## config.mk

```make
export PLATFORM = sky130hd
export DESIGN_NAME = softstart_seq
export DESIGN_NICKNAME = d
export VERILOG_FILES = /design/src/rtl/ss_seq_pkg.sv /design/src/rtl/ss_ramp_fsm.sv /design/src/rtl/ss_ref_map.sv /design/src/rtl/ss_vid_pg.sv /design/src/rtl/softstart_seq.sv
export SDC_FILE = /design/constraint.sdc
export NUM_CORES = 1
export LEC_CHECK = 0
export BUFFER_PORTS_ARGS = -buffer_cell sky130_fd_sc_hd__buf_2
export CAP_MARGIN = 20
export CORE_MARGIN = 4
export CORE_UTILIZATION = 53
export DETAILED_ROUTE_END_ITERATION = 8
export GPL_TIMING_DRIVEN = 0
export PLACE_DENSITY_LB_ADDON = 0.15
export SLEW_MARGIN = 25
export SYNTH_ARGS = -nofsm -noshare
export SYNTH_HDL_FRONTEND = slang
export SYNTH_SLANG_ARGS = --single-unit
```

## constraint.sdc

```tcl
create_clock -name clk -period 3 [get_ports clk]
set_input_delay 0.45 -clock clk [delete_from_list [all_inputs] [get_ports clk]]
set_output_delay 0.45 -clock clk [all_outputs]
set_load 0.02 [all_outputs]
```

## src/rtl/ss_seq_pkg.sv

```systemverilog
package ss_seq_pkg;

    typedef enum logic [2:0] {
        ST_OFF,
        ST_RAMP1,
        ST_PAUSE,
        ST_RAMP2,
        ST_STBY,
        ST_QUAL,
        ST_RAMPA,
        ST_ACTIVE
    } ss_state_e;

    typedef struct packed {
        logic ph1;
        logic ph2;
        logic act;
    } ss_pulse_t;

    function automatic int max3(int a, int b, int c);
        int m;
        m = (a > b) ? a : b;
        return (m > c) ? m : c;
    endfunction

    // Reference clamp: zero at or below lo, full (hi-lo) at or above hi.
    function automatic int track_ref(int v, int lo, int hi);
        if (v <= lo) return 0;
        if (v >= hi) return hi - lo;
        return v - lo;
    endfunction

endpackage

```

## src/rtl/ss_ramp_fsm.sv

```systemverilog
module ss_ramp_fsm
    import ss_seq_pkg::*;
#(
    parameter int RW        = 8,
    parameter int STEP_CYC  = 4,
    parameter int PAUSE_CYC = 20,
    parameter int QUAL_CYC  = 50,
    parameter int LVL_PRE   = 40,
    parameter int LVL_LO    = 50,
    parameter int LVL_TOP   = 110,
    parameter int LVL_ACT   = 98
) (
    input  logic            clk,
    input  logic            rst,
    input  logic            ss_hold,
    input  logic            req_ram_n,
    input  logic            req_off_n,
    input  logic            main_pwr_ok,
    output ss_state_e       st,
    output logic [RW-1:0]   ramp,
    output ss_pulse_t       arm
);
    localparam int CMAX = max3(STEP_CYC, PAUSE_CYC, QUAL_CYC);
    localparam int CW   = $clog2(CMAX + 1);
    localparam logic [CW-1:0] STEP_END  = CW'(STEP_CYC - 1);
    localparam logic [CW-1:0] PAUSE_END = CW'(PAUSE_CYC - 1);
    localparam logic [CW-1:0] QUAL_END  = CW'(QUAL_CYC - 1);
    localparam logic [RW-1:0] R_PRE  = RW'(LVL_PRE);
    localparam logic [RW-1:0] R_LO   = RW'(LVL_LO);
    localparam logic [RW-1:0] R_LAST = RW'(LVL_TOP - 1);
    localparam logic [RW-1:0] R_ACT  = RW'(LVL_ACT);

    logic [CW-1:0] cnt;
    logic          wake, drop, step_now, at_last;
    ss_state_e     done_next;
    logic [RW-1:0] done_lvl;

    always_comb begin
        wake     = req_ram_n & req_off_n & main_pwr_ok;
        drop     = ~req_ram_n | ~main_pwr_ok;
        step_now = (cnt == STEP_END);
        at_last  = (ramp == R_LAST);
        done_next = ST_STBY;
        done_lvl  = R_LO;
        if (st == ST_RAMP1) begin
            done_next = ST_PAUSE;
        end else if (st == ST_RAMPA) begin
            done_next = ST_ACTIVE;
            done_lvl  = R_ACT;
        end
    end

    always_ff @(posedge clk) begin
        if (rst) begin
            st   <= ST_OFF;
            ramp <= '0;
            cnt  <= '0;
            arm  <= '0;
        end else begin
            arm <= '0;
            if (ss_hold) begin
                st   <= ST_OFF;
                ramp <= '0;
                cnt  <= '0;
            end else begin
                unique case (st)
                    ST_OFF: begin
                        st   <= ST_RAMP1;
                        ramp <= R_PRE;
                        cnt  <= '0;
                    end
                    ST_PAUSE: begin
                        if (cnt == PAUSE_END) begin
                            st  <= ST_RAMP2;
                            cnt <= '0;
                        end else begin
                            cnt <= cnt + CW'(1);
                        end
                    end
                    ST_STBY: begin
                        if (wake) begin
                            st  <= ST_QUAL;
                            cnt <= '0;
                        end
                    end
                    ST_QUAL: begin
                        if (!wake) begin
                            st  <= ST_STBY;
                            cnt <= '0;
                        end else if (cnt == QUAL_END) begin
                            st  <= ST_RAMPA;
                            cnt <= '0;
                        end else begin
                            cnt <= cnt + CW'(1);
                        end
                    end
                    ST_ACTIVE: begin
                        if (drop) begin
                            st   <= ST_STBY;
                            ramp <= R_LO;
                            cnt  <= '0;
                        end
                    end
                    default: begin
                        if (st == ST_RAMPA && drop) begin
                            st   <= ST_STBY;
                            ramp <= R_LO;
                            cnt  <= '0;
                        end else if (!step_now) begin
                            cnt <= cnt + CW'(1);
                        end else begin
                            cnt <= '0;
                            if (!at_last) begin
                                ramp <= ramp + RW'(1);
                            end else begin
                                ramp    <= done_lvl;
                                st      <= done_next;
                                arm.ph1 <= (st == ST_RAMP1);
                                arm.ph2 <= (st == ST_RAMP2);
                                arm.act <= (st == ST_RAMPA);
                            end
                        end
                    end
                endcase
            end
        end
    end

    // upward motion is one code at a time, except the preset jump
    p_single_step_r2: assert property (@(posedge clk) disable iff (rst)
        (ramp > $past(ramp) && $past(st) != ST_OFF) |-> ramp == $past(ramp) + RW'(1));

    // first done strobe coincides with the snap to the low level
    p_snap_low_r3: assert property (@(posedge clk) disable iff (rst)
        arm.ph1 |-> (ramp == R_LO && st == ST_PAUSE));

    // active done strobe coincides with the active park level
    p_park_act_r7: assert property (@(posedge clk) disable iff (rst)
        arm.act |-> ramp == R_ACT);

    // a suspend request in the active park returns to standby
    p_sleep_exit_r8: assert property (@(posedge clk) disable iff (rst)
        (st == ST_ACTIVE && !req_ram_n && !ss_hold) |=> (st == ST_STBY && ramp == R_LO));

    // shutdown zeroes the ramp on the next edge
    p_shutdown_r10: assert property (@(posedge clk) disable iff (rst)
        ss_hold |=> ramp == '0);

    // strobes never overlap
    p_strobe_excl_r11: assert property (@(posedge clk) disable iff (rst)
        $onehot0(arm));

endmodule

```

## src/rtl/ss_ref_map.sv

```systemverilog
module ss_ref_map
    import ss_seq_pkg::*;
#(
    parameter int RW     = 8,
    parameter int LVL_LO = 50,
    parameter int LVL_HI = 100
) (
    input  ss_state_e     st,
    input  logic [RW-1:0] ramp,
    output logic [RW-1:0] ref_stby,
    output logic [RW-1:0] ref_rest,
    output logic [RW-1:0] ref_vid
);
    localparam logic [RW-1:0] FULL = RW'(LVL_HI - LVL_LO);

    logic [RW-1:0] trk;

    always_comb begin
        trk = RW'(track_ref(int'(ramp), LVL_LO, LVL_HI));

        unique case (st)
            ST_OFF:   ref_stby = '0;
            ST_RAMP1: ref_stby = trk;
            default:  ref_stby = FULL;
        endcase

        unique case (st)
            ST_OFF, ST_RAMP1, ST_PAUSE: ref_rest = '0;
            ST_RAMP2:                   ref_rest = trk;
            default:                    ref_rest = FULL;
        endcase

        unique case (st)
            ST_RAMPA:  ref_vid = trk;
            ST_ACTIVE: ref_vid = FULL;
            default:   ref_vid = '0;
        endcase
    end

endmodule

```

## src/rtl/ss_vid_pg.sv

```systemverilog
module ss_vid_pg #(
    parameter int PG_CYC = 12
) (
    input  logic clk,
    input  logic rst,
    input  logic vid_en,
    input  logic vid_ok,
    output logic pg
);
    localparam int PW = $clog2(PG_CYC + 1);
    localparam logic [PW-1:0] PG_END = PW'(PG_CYC);

    logic [PW-1:0] dcnt;

    always_ff @(posedge clk) begin
        if (rst || !(vid_en && vid_ok)) begin
            dcnt <= '0;
        end else if (dcnt != PG_END) begin
            dcnt <= dcnt + PW'(1);
        end
    end

    always_comb pg = (dcnt == PG_END) && vid_en && vid_ok;

    // power good can only rise after a cycle with the rail qualified
    p_pg_rise_r9: assert property (@(posedge clk) disable iff (rst)
        $rose(pg) |-> $past(vid_en && vid_ok));

endmodule

```

## src/rtl/softstart_seq.sv

```systemverilog
module softstart_seq
    import ss_seq_pkg::*;
#(
    parameter int RW        = 8,
    parameter int STEP_CYC  = 4,
    parameter int PAUSE_CYC = 20,
    parameter int QUAL_CYC  = 50,
    parameter int PG_CYC    = 12,
    parameter int LVL_PRE   = 40,
    parameter int LVL_LO    = 50,
    parameter int LVL_HI    = 100,
    parameter int LVL_TOP   = 110,
    parameter int LVL_ACT   = 98
) (
    input  logic          clk,
    input  logic          rst,
    input  logic          ss_hold,
    input  logic          req_ram_n,
    input  logic          req_off_n,
    input  logic          main_pwr_ok,
    input  logic          vid_rail_ok,
    output logic [RW-1:0] ramp_lvl,
    output logic [RW-1:0] ref_stby,
    output logic [RW-1:0] ref_rest,
    output logic [RW-1:0] ref_vid,
    output logic          arm_stby,
    output logic          arm_rest,
    output logic          arm_act,
    output logic          act_path_on,
    output logic          vid_reg_en,
    output logic          vid_pgood
);
    localparam logic [RW-1:0] FULL = RW'(LVL_HI - LVL_LO);

    ss_state_e st;
    ss_pulse_t arm;

    ss_ramp_fsm #(
        .RW(RW), .STEP_CYC(STEP_CYC), .PAUSE_CYC(PAUSE_CYC), .QUAL_CYC(QUAL_CYC),
        .LVL_PRE(LVL_PRE), .LVL_LO(LVL_LO), .LVL_TOP(LVL_TOP), .LVL_ACT(LVL_ACT)
    ) u_fsm (
        .clk(clk), .rst(rst), .ss_hold(ss_hold),
        .req_ram_n(req_ram_n), .req_off_n(req_off_n), .main_pwr_ok(main_pwr_ok),
        .st(st), .ramp(ramp_lvl), .arm(arm)
    );

    ss_ref_map #(
        .RW(RW), .LVL_LO(LVL_LO), .LVL_HI(LVL_HI)
    ) u_ref (
        .st(st), .ramp(ramp_lvl),
        .ref_stby(ref_stby), .ref_rest(ref_rest), .ref_vid(ref_vid)
    );

    always_comb begin
        arm_stby    = arm.ph1;
        arm_rest    = arm.ph2;
        arm_act     = arm.act;
        act_path_on = (st == ST_RAMPA) || (st == ST_ACTIVE);
        vid_reg_en  = act_path_on;
    end

    ss_vid_pg #(.PG_CYC(PG_CYC)) u_pg (
        .clk(clk), .rst(rst), .vid_en(vid_reg_en), .vid_ok(vid_rail_ok), .pg(vid_pgood)
    );

    // no reference ever exceeds full scale
    p_ref_range_r5: assert property (@(posedge clk) disable iff (rst)
        (ref_stby <= FULL) && (ref_rest <= FULL) && (ref_vid <= FULL));

endmodule

```

-- Word level (Yosys, flattened, before mapping)
Index checks and enable logic that the tools add are counted.
- equal/unequal tests: 17
- add/sub/neg operators: 4
- reductions and logical operators: 18
- bitwise operators: 8
- multiplexer cells: 35
- magnitude comparators: 2
- operator list (cell ; number):
    2-to-1 mux 8 bit ; 7
    2-to-1 mux 6 bit ; 8
    case mux 8 bit (2 select lines) ; 3
    case mux 6 bit (5 select lines) ; 1
    2-to-1 mux 3 bit ; 9
    case mux 8 bit (3 select lines) ; 1
    case mux 3 bit (5 select lines) ; 1
    nonzero test 7 bit ; 2
    == test 3 bit (second input constant) ; 4
    OR reduction 10 bit ; 1
    adder 8 x 1 -> 8 bit (second input constant) ; 1
    == test 8 x 7 -> 1 bit (second input constant) ; 1
    greater-or-equal comparator 8 x 7 -> 1 bit (second input constant) ; 1
    less-or-equal comparator 8 x 6 -> 1 bit (second input constant) ; 1
    subtractor 8 x 6 -> 8 bit (second input constant) ; 1
    2-to-1 mux 7 bit ; 1
    adder 6 x 1 -> 6 bit (second input constant) ; 1
    == test 3 x 2 -> 1 bit (second input constant) ; 2
    == test 6 x 2 -> 1 bit (second input constant) ; 1
    == test 6 x 5 -> 1 bit (second input constant) ; 1
    == test 6 bit (second input constant) ; 1
    != test 2 x 1 -> 1 bit (second input constant) ; 3
    AND reduction 6 bit ; 1
    OR reduction 3 bit ; 2
    other kinds (18) ; 29
- input port bits: 7
- register bits after elaboration: 24

-- Depth between registers and ports, before layout
Gate-level depths: netlist of run 1.
- word-level depth: 7
- gate-level depth with buffers: 8

-- Hierarchy
Synthesis of run 1 repeated with hierarchy kept, for this count alone.
- cell total of the unflattened synthesis: 256
- area, all modules: 1926.8 um2
- modules (own cells, without submodules) (module ; cells each ; instances ; area an instance (um2)):
    ss_ramp_fsm ; 167 ; 1 ; 1317.5
    ss_ref_map ; 62 ; 1 ; 365.4
    ss_vid_pg ; 25 ; 1 ; 230.2
    softstart_seq ; 2 ; 1 ; 13.8

-- Least setup slack after synthesis of run 1
No wires, ideal clock.
- path type: register to output
- start: reg u_fsm.ramp[2]
- end: out ref_rest[2]
- arrival: 2.068 ns
- cell stages (with the launch flop): 9
- buffers on the path: 1
- setup slack: 0.482 ns
- path through: dfxtp_1 -> buf_2 -> inv_1 -> ha_1 -> nand2b_1 -> a21oi_1 -> o31ai_1 -> nand2_1 -> nor3_1
- word-level cells in the longest chain between the ends: 6
- RTL lines (what ; RTL line ; source):
    start, declared ; ss_ramp_fsm.sv:20 ; output logic [RW-1:0] ramp,
    start signal, assigned ; ss_ramp_fsm.sv:114 ; ramp <= ramp + RW'(1);
    start signal, assigned ; ss_ramp_fsm.sv:116 ; ramp <= done_lvl;
    greater-or-equal comparator 8 x 7 -> 1 bit ; ss_seq_pkg.sv:29 ; if (v >= hi) return hi - lo;
    2-to-1 mux 1 bit (2 in series) ; ss_seq_pkg.sv:29 ;
    2-to-1 mux 8 bit ; ss_seq_pkg.sv:30 ; return v - lo;
    2-to-1 mux 8 bit * ; ss_seq_pkg.sv:29 ;
    case mux 8 bit (2 select lines) * ; ss_ref_map.sv:27 ; unique case (st)
    end, declared ; softstart_seq.sv:24 ; output logic [RW-1:0] ref_rest,
Mark *: on every way between the ends. The rest lies on a longest branch, timed or not. The select of a mux whose other input is x is not followed.

-- Worst setup path in the final report of run 1
- start: reg u_fsm.ramp[2]
- end: out ref_rest[1]
The elaborated chain is that of the path after synthesis.

==> results of run 1 <==
[registers in the layout, summed over array words and instances, names as in the netlist]
signal      flops
u_fsm.cnt       6
u_fsm.arm       3
u_fsm.ramp      8
u_fsm.st        3
u_pg.dcnt       4
[final cells by class]
cell class | instances | share of cell area, %
buffer | 14 | 3.49
clock buffer | 4 | 1.75
inverter | 13 | 2.35
multi-input combinational | 185 | 56.8
sequential | 24 | 23.1
tap | 44 | 2.65
timing repair buffer | 41 | 9.87
[final timing paths]
path | cells after the start | to | start | slack, ns
worst max register to register | 7 | u_fsm.ramp[0] | u_fsm.ramp[1] | 0.85
worst min register to register | 2 | u_fsm.cnt[1] | u_fsm.cnt[1] | 0.53
worst max-delay path | 9 | ref_rest[1] | u_fsm.ramp[2] | 0.20
worst min-delay path | 3 | u_pg.dcnt[0] | rst | 0.43
[cell usage in the layout (no fill, tap or decap), types with 4 or more instances in the layout]
| master | n |
|---|---|
| or3_1 | 5 |
| clkbuf_1 | 4 |
| xnor2_1 | 5 |
| buf_2 | 45 |
| or2_2 | 4 |
| o21ai_0 | 13 |
| dfxtp_1 | 24 |
| nand2b_1 | 4 |
| a21oi_1 | 8 |
| nor2_1 | 33 |
| nor3_1 | 10 |
| ha_1 | 10 |
| buf_4 | 4 |
| nand3_1 | 12 |
| inv_1 | 12 |
| nor3b_1 | 4 |
| a31oi_1 | 8 |
| nand2_1 | 18 |
| xor2_1 | 4 |
[worst max-delay path, delay by kind of cell (launching register included)]
| family | cells | cell delay, ns |
|---|---|---|
| compound gates | 4 | 0.94 |
| buf+inv | 3 | 0.47 |
| flops | 1 | 0.37 |
| fa+ha+maj | 1 | 0.19 |
| simple gates | 1 | 0.06 |
[cells in the mapped netlist, drive strengths merged, types with 4 or more instances]
master and number:
nor2 33, clkbuf 4, or2 5, or3 5
nand2 18, xnor2 5, buf 10, o21ai 14
nor3 10, a21oi 8, ha 10, a31oi 8
nor3b 4, nand3 12, nand2b 4, inv 12
dfxtp 24, xor2 4
[stage by stage]
step,hold slack [ns],utilization (%),power [mW],std cells,worst slack (ns)
after floorplan,0.496,-,0.412,236,0.482
after detailed placement,0.518,65.4,0.438,321,0.257
after global routing,0.447,67.0,0.649,325,0.00884
final,0.426,67.0,0.615,325,0.201
after CTS,0.431,66.7,0.616,325,0.0276
after global placement,0.511,65.4,0.436,321,0.313
[routing by layer]
layer	vias to the layer above	global-route usage [%]
met4	0	8.29
met3	7	2.56
li1	922	-
met5	-	0
met2	44	36.5
met1	847	26.8
[kinds of logic after synthesis]
logic type,synth area share [%]
fa+ha+maj,7.11
xor+xnor,4.48
compound gates,21.0
mux,1.21
buf+inv,6.89
other cells,0.213
flops,27.3
simple gates,31.8
[what timing repair did]
action,4_1_cts,5_1_grt
gates cloned,0,0
gates resized for setup,1,2
hold buffers,0,0
endpoints found under the hold margin,0,0
setup endpoints to repair,3,4
buffers inserted,0,0
[power by group through the flow]
stage,sequential (mW),combinational (mW),clock [mW]
after floorplan,0.341,0.0710,0
after global placement,0.338,0.0980,0
after detailed placement,0.338,0.0996,0
after CTS,0.331,0.100,0.184
after global routing,0.332,0.114,0.202
final,0.331,0.103,0.181
==> impl_metrics.yaml, run 1 <==
power:
  clkPwrFrac_pct: 29.4
  swShare_pct: 29.2
  p_leak_nw: 0.870
  pwr-share-comb_pct: 16.7
  p_int_uw: 435
  irDropWorstVdd_uv: 146
  seq_power_share_pct: 53.8
  p_switching_uw: 180
  powerDensity_nw_per_um2: 296
finish:
  stdcell_area_um2: 2080
  fin_nets: 299
  antenna_cells: 0
  regArea_um2: 480
  area_growth_pct: 18.1
  drive_above_1_share_pct: 23.1
  multiInputGateArea_um2: 1180
  fillerInstances: 320
global_route:
  grt_pass1_wl_um: 7290
  antenna_found_initial: 0
  grt_pass1_vias: 1632
  grt-ovfl-total: 0
  grt_max_degree: 14
  grtUsageTotal_pct: 21.3
drt:
  viasPerCell: 5.60
  vias: 1820
  highest_layer: "met4"
  detail_route.wl_per_cell_um: 13.4
  routed_wl_um: 4350
  wl_met1_um: 2000
  drc: 0
  firstDrtPassIters: 4
  wl_met2_um: 2100
  dr_wl_met3_um: 173
  antenna_left: 0
  drtIter0Drc: 156
logic_synthesis:
  seq_area_frac_synth_pct: 27.3
  synthArstFlopShare_pct: 0
  synthCells: 234
  synthTopCellsByArea: "dfxtp_1 27%, ha_1 7.1%, nor2_1 7.0%"
  yosysWarningCount: 0
  synth_cell_types: 50
  avgSynthCellArea_um2: 7.52
  synth_top_area_cell: "dfxtp_1"
  netlist.area_leader.share_pct: 27.3
  synth_ff_type: "dfxtp_1"
  synth_edf_count: 0
  ys_ff_latch: 24
  synthesis.area_um2: 1760
clock_tree:
  path_clk_slew_ns: 0.14
  clockBufferDepth: 2
  cts_buffers: 3
  cts_tree: "done"
  clk_latency_ns: 0.33
  htreeDepth: 1
  ctsRootBufferMaster: "clkbuf_4"
  clock-sinks: 24
floorplan:
  die_w_um: 65.6
  initial_utilization_pct: 56.7
  core_area_um2: 3100
  pin_count: 45
  die_h_um: 65.6
  die_area_um2: 4310
  rows: 20
sta:
  tns_ns: 0
  period_needed_ns: 2.80
  skew_ns: 0.00561
  hold_violations: 0
  rsz0062_at_grt: "false"
  finalSetupViolCount: 0
  clock.fmax_ghz: 0.357
  min_period_over_period_pct: 93.3
  drv_slew: 0
  tightest_slew_ns: 0.613
  max_slew_margin_pct: 59.0
worst_setup_path:
  start_kind: "flop"
  slowest_stage: "dfxtp_1"
  end_kind: "output port"
  cp_data_required_time_ns: 2.55
  crit_chain: "buf_2, inv_1, ha_1, nand2b_1, a21oi_1, o31ai_4, a21boi_1, a31o_2, buf_2"
  cpMostUsedCell: "buf_2"
  max_stage_delay_ns: 0.37
  arrival_ns: 2.35
  critPathKind: "reg2out"
  cp_max_fo: 9
placed_design:
  io_buffers: 41
  dpl_cell_area_um2: 2030
  place.gp.congestion: 0.833
  hpwl_um: 3350
outcome:
  status: "finished, final reports clean"
job:
  drv_cap: 0
hold_path:
  hp-class: "in2reg"
Note: power is estimated with default switching activity, not from simulation.
==> inputs of run 2 (changes only) <==
--- a/config.mk
+++ b/config.mk
@@ -8,3 +8,2 @@
 export BUFFER_PORTS_ARGS = -buffer_cell sky130_fd_sc_hd__buf_2
-export CAP_MARGIN = 20
 export CORE_MARGIN = 4
==> constraint.sdc (replaced) <==
create_clock -name clk -period 3 [get_ports clk]
set_input_delay 0.3 -clock clk [delete_from_list [all_inputs] [get_ports clk]]
set_output_delay 0.3 -clock clk [all_outputs]
set_load 0.02 [all_outputs]
==> run 2 against run 1 <==
Effect of this change:
- worst setup slack better by 0.057 ns
- clock power about the same
- clock-buffer cell count unchanged
- wire length up 0.78%
- power down 0.31%
- via count up 0.60%
- critical path depth unchanged
- hold slack worse by 0.15 ns
- sequential share of layout area up 0.098 points
- critical path type unchanged
- largest power group unchanged
==> impl_metrics.yaml, run 2 (synthesis gave the netlist of run 1 again) <==
sta:
  skew_ns: 0.00647
  tightest_slew_ns: 0.597
  max_slew_margin_pct: 60.1
  finalSetupViolCount: 0
  tns_ns: 0
  hold_violations: 0
  drv_slew: 0
  clock.fmax_ghz: 0.365
  min_period_over_period_pct: 91.4
  timing.final.ws_setup_ns: 0.258
  rsz0062_at_grt: "false"
  period_needed_ns: 2.74
drt:
  detail_route.wl_per_cell_um: 13.5
  firstDrtPassIters: 4
  viasPerCell: 5.63
  antenna_left: 0
  routed_wl_um: 4380
  vias: 1831
  drc: 0
  drtIter0Drc: 166
job:
  drv_cap: 0
global_route:
  antenna_found_initial: 0
  grt-ovfl-total: 0
  grt_pass1_wl_um: 7270
  grt_pass1_vias: 1624
  grt_max_degree: 14
  grtUsageTotal_pct: 21.2
clock_tree:
  clock-sinks: 24
  clk_latency_ns: 0.33
  clockBufferDepth: 2
  htreeDepth: 1
  cts_tree: "done"
  ctsRootBufferMaster: "clkbuf_4"
  path_clk_slew_ns: 0.14
  cts_buffers: 3
power:
  p_switching_uw: 178
  irDropWorstVdd_uv: 145
  seq_power_share_pct: 54.0
  pwr-share-comb_pct: 16.6
  p_int_uw: 435
  powerDensity_nw_per_um2: 296
  p_leak_nw: 0.870
  swShare_pct: 29.0
  clkPwrFrac_pct: 29.3
placed_design:
  place.gp.congestion: 0.833
  placed_cells: 321
  pre_cts_ws_ns: 0.407
  hpwl_um: 3350
  io_buffers: 41
hold_path:
  hp-class: "in2reg"
  hold_start: "rst"
  hold-path-endpoint: "u_pg.dcnt[0]"
  holdPathStages: 3
worst_setup_path:
  r2r-end: "u_fsm.ramp[0]"
  rrSetupSlack_ns: 0.86
  end_kind: "output port"
  arrival_ns: 2.44
  cpMostUsedCell: "buf_2"
  cp_data_required_time_ns: 2.70
  crit_chain: "buf_2, inv_1, ha_1, nand2b_1, a21oi_1, o31ai_2, a21boi_1, a31o_2, buf_2"
  cp_max_fo: 9
  r2r-start: "u_fsm.ramp[1]"
  path_buf_inv: 3
  slowest_stage: "o31ai_2"
  max_stage_delay_ns: 0.40
  critPathKind: "reg2out"
  reg2reg_depth: 7
  start_kind: "flop"
  crit_family: "compound AO/OA/AOI/OAI gates"
finish:
  drive_above_1_share_pct: 23.1
  layout_common_cells: "45 x buf_2, 33 x nor2_1, 24 x dfxtp_1"
  antenna_cells: 0
  fin_nets: 299
  fillerInstances: 321
  top_regs: "u_fsm.ramp (8), u_fsm.cnt (6), u_pg.dcnt (4)"
  area_growth_pct: 17.6
  final_common_cell: "buf_2"
  stdcell_count: 325
  largest_register_ffs: 8
  regArea_um2: 480
  final_core_util_pct: 66.7
  multiInputGateArea_um2: 1170
  largest_register: "u_fsm.ramp"
floorplan:
  pin_count: 45
  core_area_um2: 3100
  rows: 20
  die_area_um2: 4310
  die_w_um: 65.6
  die_h_um: 65.6
  initial_utilization_pct: 56.7
outcome:
  status: "finished, final reports clean"
run 2: cell type report:
cell class                 instances  share of cell area (%)
clock buffer                       4                    1.75
inverter                          13                    2.36
timing repair buffer              41                    9.92
buffer                            14                    3.51
tap                               44                    2.66
sequential                        24                    23.2
multi-input combinational        185                    56.6
run 2: routing by layer:
layer / GRT usage [%] / vias up / part of all wire [%]
met5: 0 / - / 0
met4: 8.29 / 0 / 1.5
met3: 2.56 / 7 / 4.5
met2: 36.0 / 54 / 48
met1: 26.9 / 849 / 46
li1: - / 921 / -
run 2: worst max path at each step:
stage,from,cells past startpoint,end,slack [ns]
after floorplan,u_fsm.ramp[2],8,ref_rest[2],0.63
after global placement,u_fsm.ramp[2],9,ref_rest[1],0.46
after detailed placement,u_fsm.ramp[2],9,ref_rest[1],0.41
after CTS,u_fsm.ramp[2],9,ref_rest[1],0.01
after global routing,u_fsm.ramp[2],9,ref_rest[1],0.06
final,u_fsm.ramp[2],9,ref_rest[1],0.26
run 2: through the flow:
| step | total power, mW | instance area (um2) | hold slack, ns |
|---|---|---|---|
| after floorplan | 0.412 | 1770 | 0.496 |
| after global placement | 0.436 | 2030 | 0.511 |
| after detailed placement | 0.438 | 2030 | 0.518 |
| after CTS | 0.616 | 2060 | 0.281 |
| after global routing | 0.648 | 2070 | 0.297 |
| final | 0.613 | 2070 | 0.278 |
run 2: worst register-to-register path: cells and delay by family (launching register included):
family	cells	cell delay [ns]
and+or+nand+nor	4	1.05
DFF	1	0.56
adders and majority gates	1	0.19
buffers and inverters	1	0.15
AOI/OAI and AO/OA	1	0.13
run 2: power groups by stage:
stage                     registers [mW]  logic, mW  clock network (mW)
after detailed placement           0.338     0.0996                   0
after global placement             0.338     0.0980                   0
after floorplan                    0.341     0.0710                   0
after global routing               0.332      0.113               0.202
after CTS                          0.331      0.100               0.184
final                              0.331      0.102               0.180
run 2: timing repair:
item	CTS	global route
resized for setup	0	2
hold buffers	0	0
endpoints found under the setup margin	0	10
setup buffers	0	0
==> inputs of run 3 (changes only) <==
CORE_ASPECT_RATIO = 0.7   (was not set)
==> run 3 against run 2 <==
Effect of this change:
- via count is 1.2% higher
- design area is 1.3% higher
- first-iteration DRC count is 40% lower
- fmax is 0.54% higher
- clock-buffer cell count is 1 lower
- hold slack better by 0.069 ns
- sequential share of layout area is 0.30 points lower
- critical path depth stayed put
- wire length is 4.9% higher
==> impl_metrics.yaml, run 3 (synthesis gave the netlist of run 1 again) <==
outcome:
  status: "finished, final reports clean"
worst_setup_path:
  start_kind: "flop"
  arrival_ns: 2.43
  cpMostUsedCell: "buf_2"
  crit_chain: "buf_2, inv_1, ha_1, nand2b_1, a21oi_1, o31ai_2, a21boi_0, a31o_2, buf_2"
  end_kind: "output port"
  crit_family: "compound AO/OA/AOI/OAI gates"
  max_stage_delay_ns: 0.39
  cp_data_required_time_ns: 2.70
  path_buf_inv: 3
  slowest_stage: "a21boi_0"
  rrSetupSlack_ns: 0.81
  reg2reg_depth: 7
  cp.depth: 9
  cp_max_fo: 9
  critPathKind: "reg2out"
finish:
  fin_nets: 299
  drive_above_1_share_pct: 23.1
  largest_register_ffs: 8
  final_common_cell: "buf_2"
  fillerInstances: 282
  antenna_cells: 0
  area_growth_pct: 19.1
  largest_register: "u_fsm.ramp"
  top_regs: "u_fsm.ramp (8), u_fsm.cnt (6), u_pg.dcnt (4)"
  layout_common_cells: "45 x buf_2, 33 x nor2_1, 24 x dfxtp_1"
  stdcell_count: 319
sta:
  rsz0062_at_grt: "false"
  period_needed_ns: 2.73
  skew_ns: 0.00428
  clock.fmax_ghz: 0.367
  max_slew_margin_pct: 57.8
  tightest_slew_ns: 0.630
  hold_violations: 0
  min_period_over_period_pct: 90.9
  drv_slew: 0
  tns_ns: 0
  finalSetupViolCount: 0
global_route:
  grtUsageTotal_pct: 20.5
  grt_pass1_wl_um: 7230
  grt-ovfl-total: 0
  antenna_found_initial: 0
  grt_max_degree: 15
  grt_pass1_vias: 1490
drt:
  antenna_left: 0
  viasPerCell: 5.81
  vias: 1853
  routed_wl_um: 4600
  detail_route.wl_per_cell_um: 14.4
  firstDrtPassIters: 4
  drc: 0
  drtIter0Drc: 99
hold_path:
  hp-class: "in2reg"
  holdPathStages: 3
job:
  drv_cap: 0
clock_tree:
  cts_tree: "done"
  clockBufferDepth: 2
  cts_resized: 0
  cts_buffers: 3
  path_clk_slew_ns: 0.09
  htreeDepth: 1
  hold_buffers: 0
  cts_setup_buffers: 0
  clock-sinks: 24
  ctsRootBufferMaster: "clkbuf_8"
  clk_latency_ns: 0.27
floorplan:
  initial_utilization_pct: 55.5
  core_area_um2: 3170
  rows: 17
  die_h_um: 56.2
  die_w_um: 76.9
  pin_count: 45
  die_area_um2: 4320
placed_design:
  placed_cells: 315
  place.gp.congestion: 0.837
  io_buffers: 41
  hpwl_um: 3510
power:
  irDropWorstVdd_uv: 419
  p_leak_nw: 0.883
  powerDensity_nw_per_um2: 346
## run 3: worst paths after layout
kind                 start            end
max          u_fsm.ramp[2]    ref_rest[1]
min                    rst   u_pg.dcnt[0]
max reg2reg  u_fsm.ramp[1]  u_fsm.ramp[0]
min reg2reg   u_fsm.cnt[1]   u_fsm.cnt[1]
## run 3: layout make-up
cell class | count | area (um2) | area share [%]
multi-input cells | 185 | 1170 | 55.8
repair buffers | 41 | 205 | 9.79
flip-flops and latches | 24 | 480 | 22.9
clock inverters | 1 | 30.0 | 1.43
inverters | 13 | 48.8 | 2.33
well taps | 38 | 47.5 | 2.27
clock buffers | 3 | 41.3 | 1.97
plain buffers | 14 | 72.6 | 3.46
## run 3: report_power, final
group          internal, mW  switching (mW)
logic                0.0367          0.0676
registers             0.324         0.00761
clock network         0.179           0.110
total                 0.539           0.186
## run 3: routing by layer
metal | track usage [%] | part of all wire (%)
met1 | 31.3 | 48
met2 | 28.4 | 40
met3 | 5.50 | 12
met4 | 3.88 | 0.87
met5 | 0 | 0
## run 3: stage by stage
stage / worst slack [ns] / power (mW) / area (um2) / hold slack (ns) / utilization (%)
floorplan: 0.632 / 0.412 / 1770 / 0.496 / -
global placement: 0.450 / 0.438 / 2020 / 0.510 / 63.8
detailed placement: 0.439 / 0.439 / 2020 / 0.519 / 63.8
CTS: 0.134 / 0.722 / 2090 / 0.357 / 66.0
global route: 0.106 / 0.748 / 2100 / 0.369 / 66.2
finish: 0.273 / 0.725 / 2100 / 0.347 / 66.2
## run 3: tightest hold or removal path, cell delays in order
cell	delay (ns)
buf_2	0.10
or2_2	0.14
nor2_1	0.05
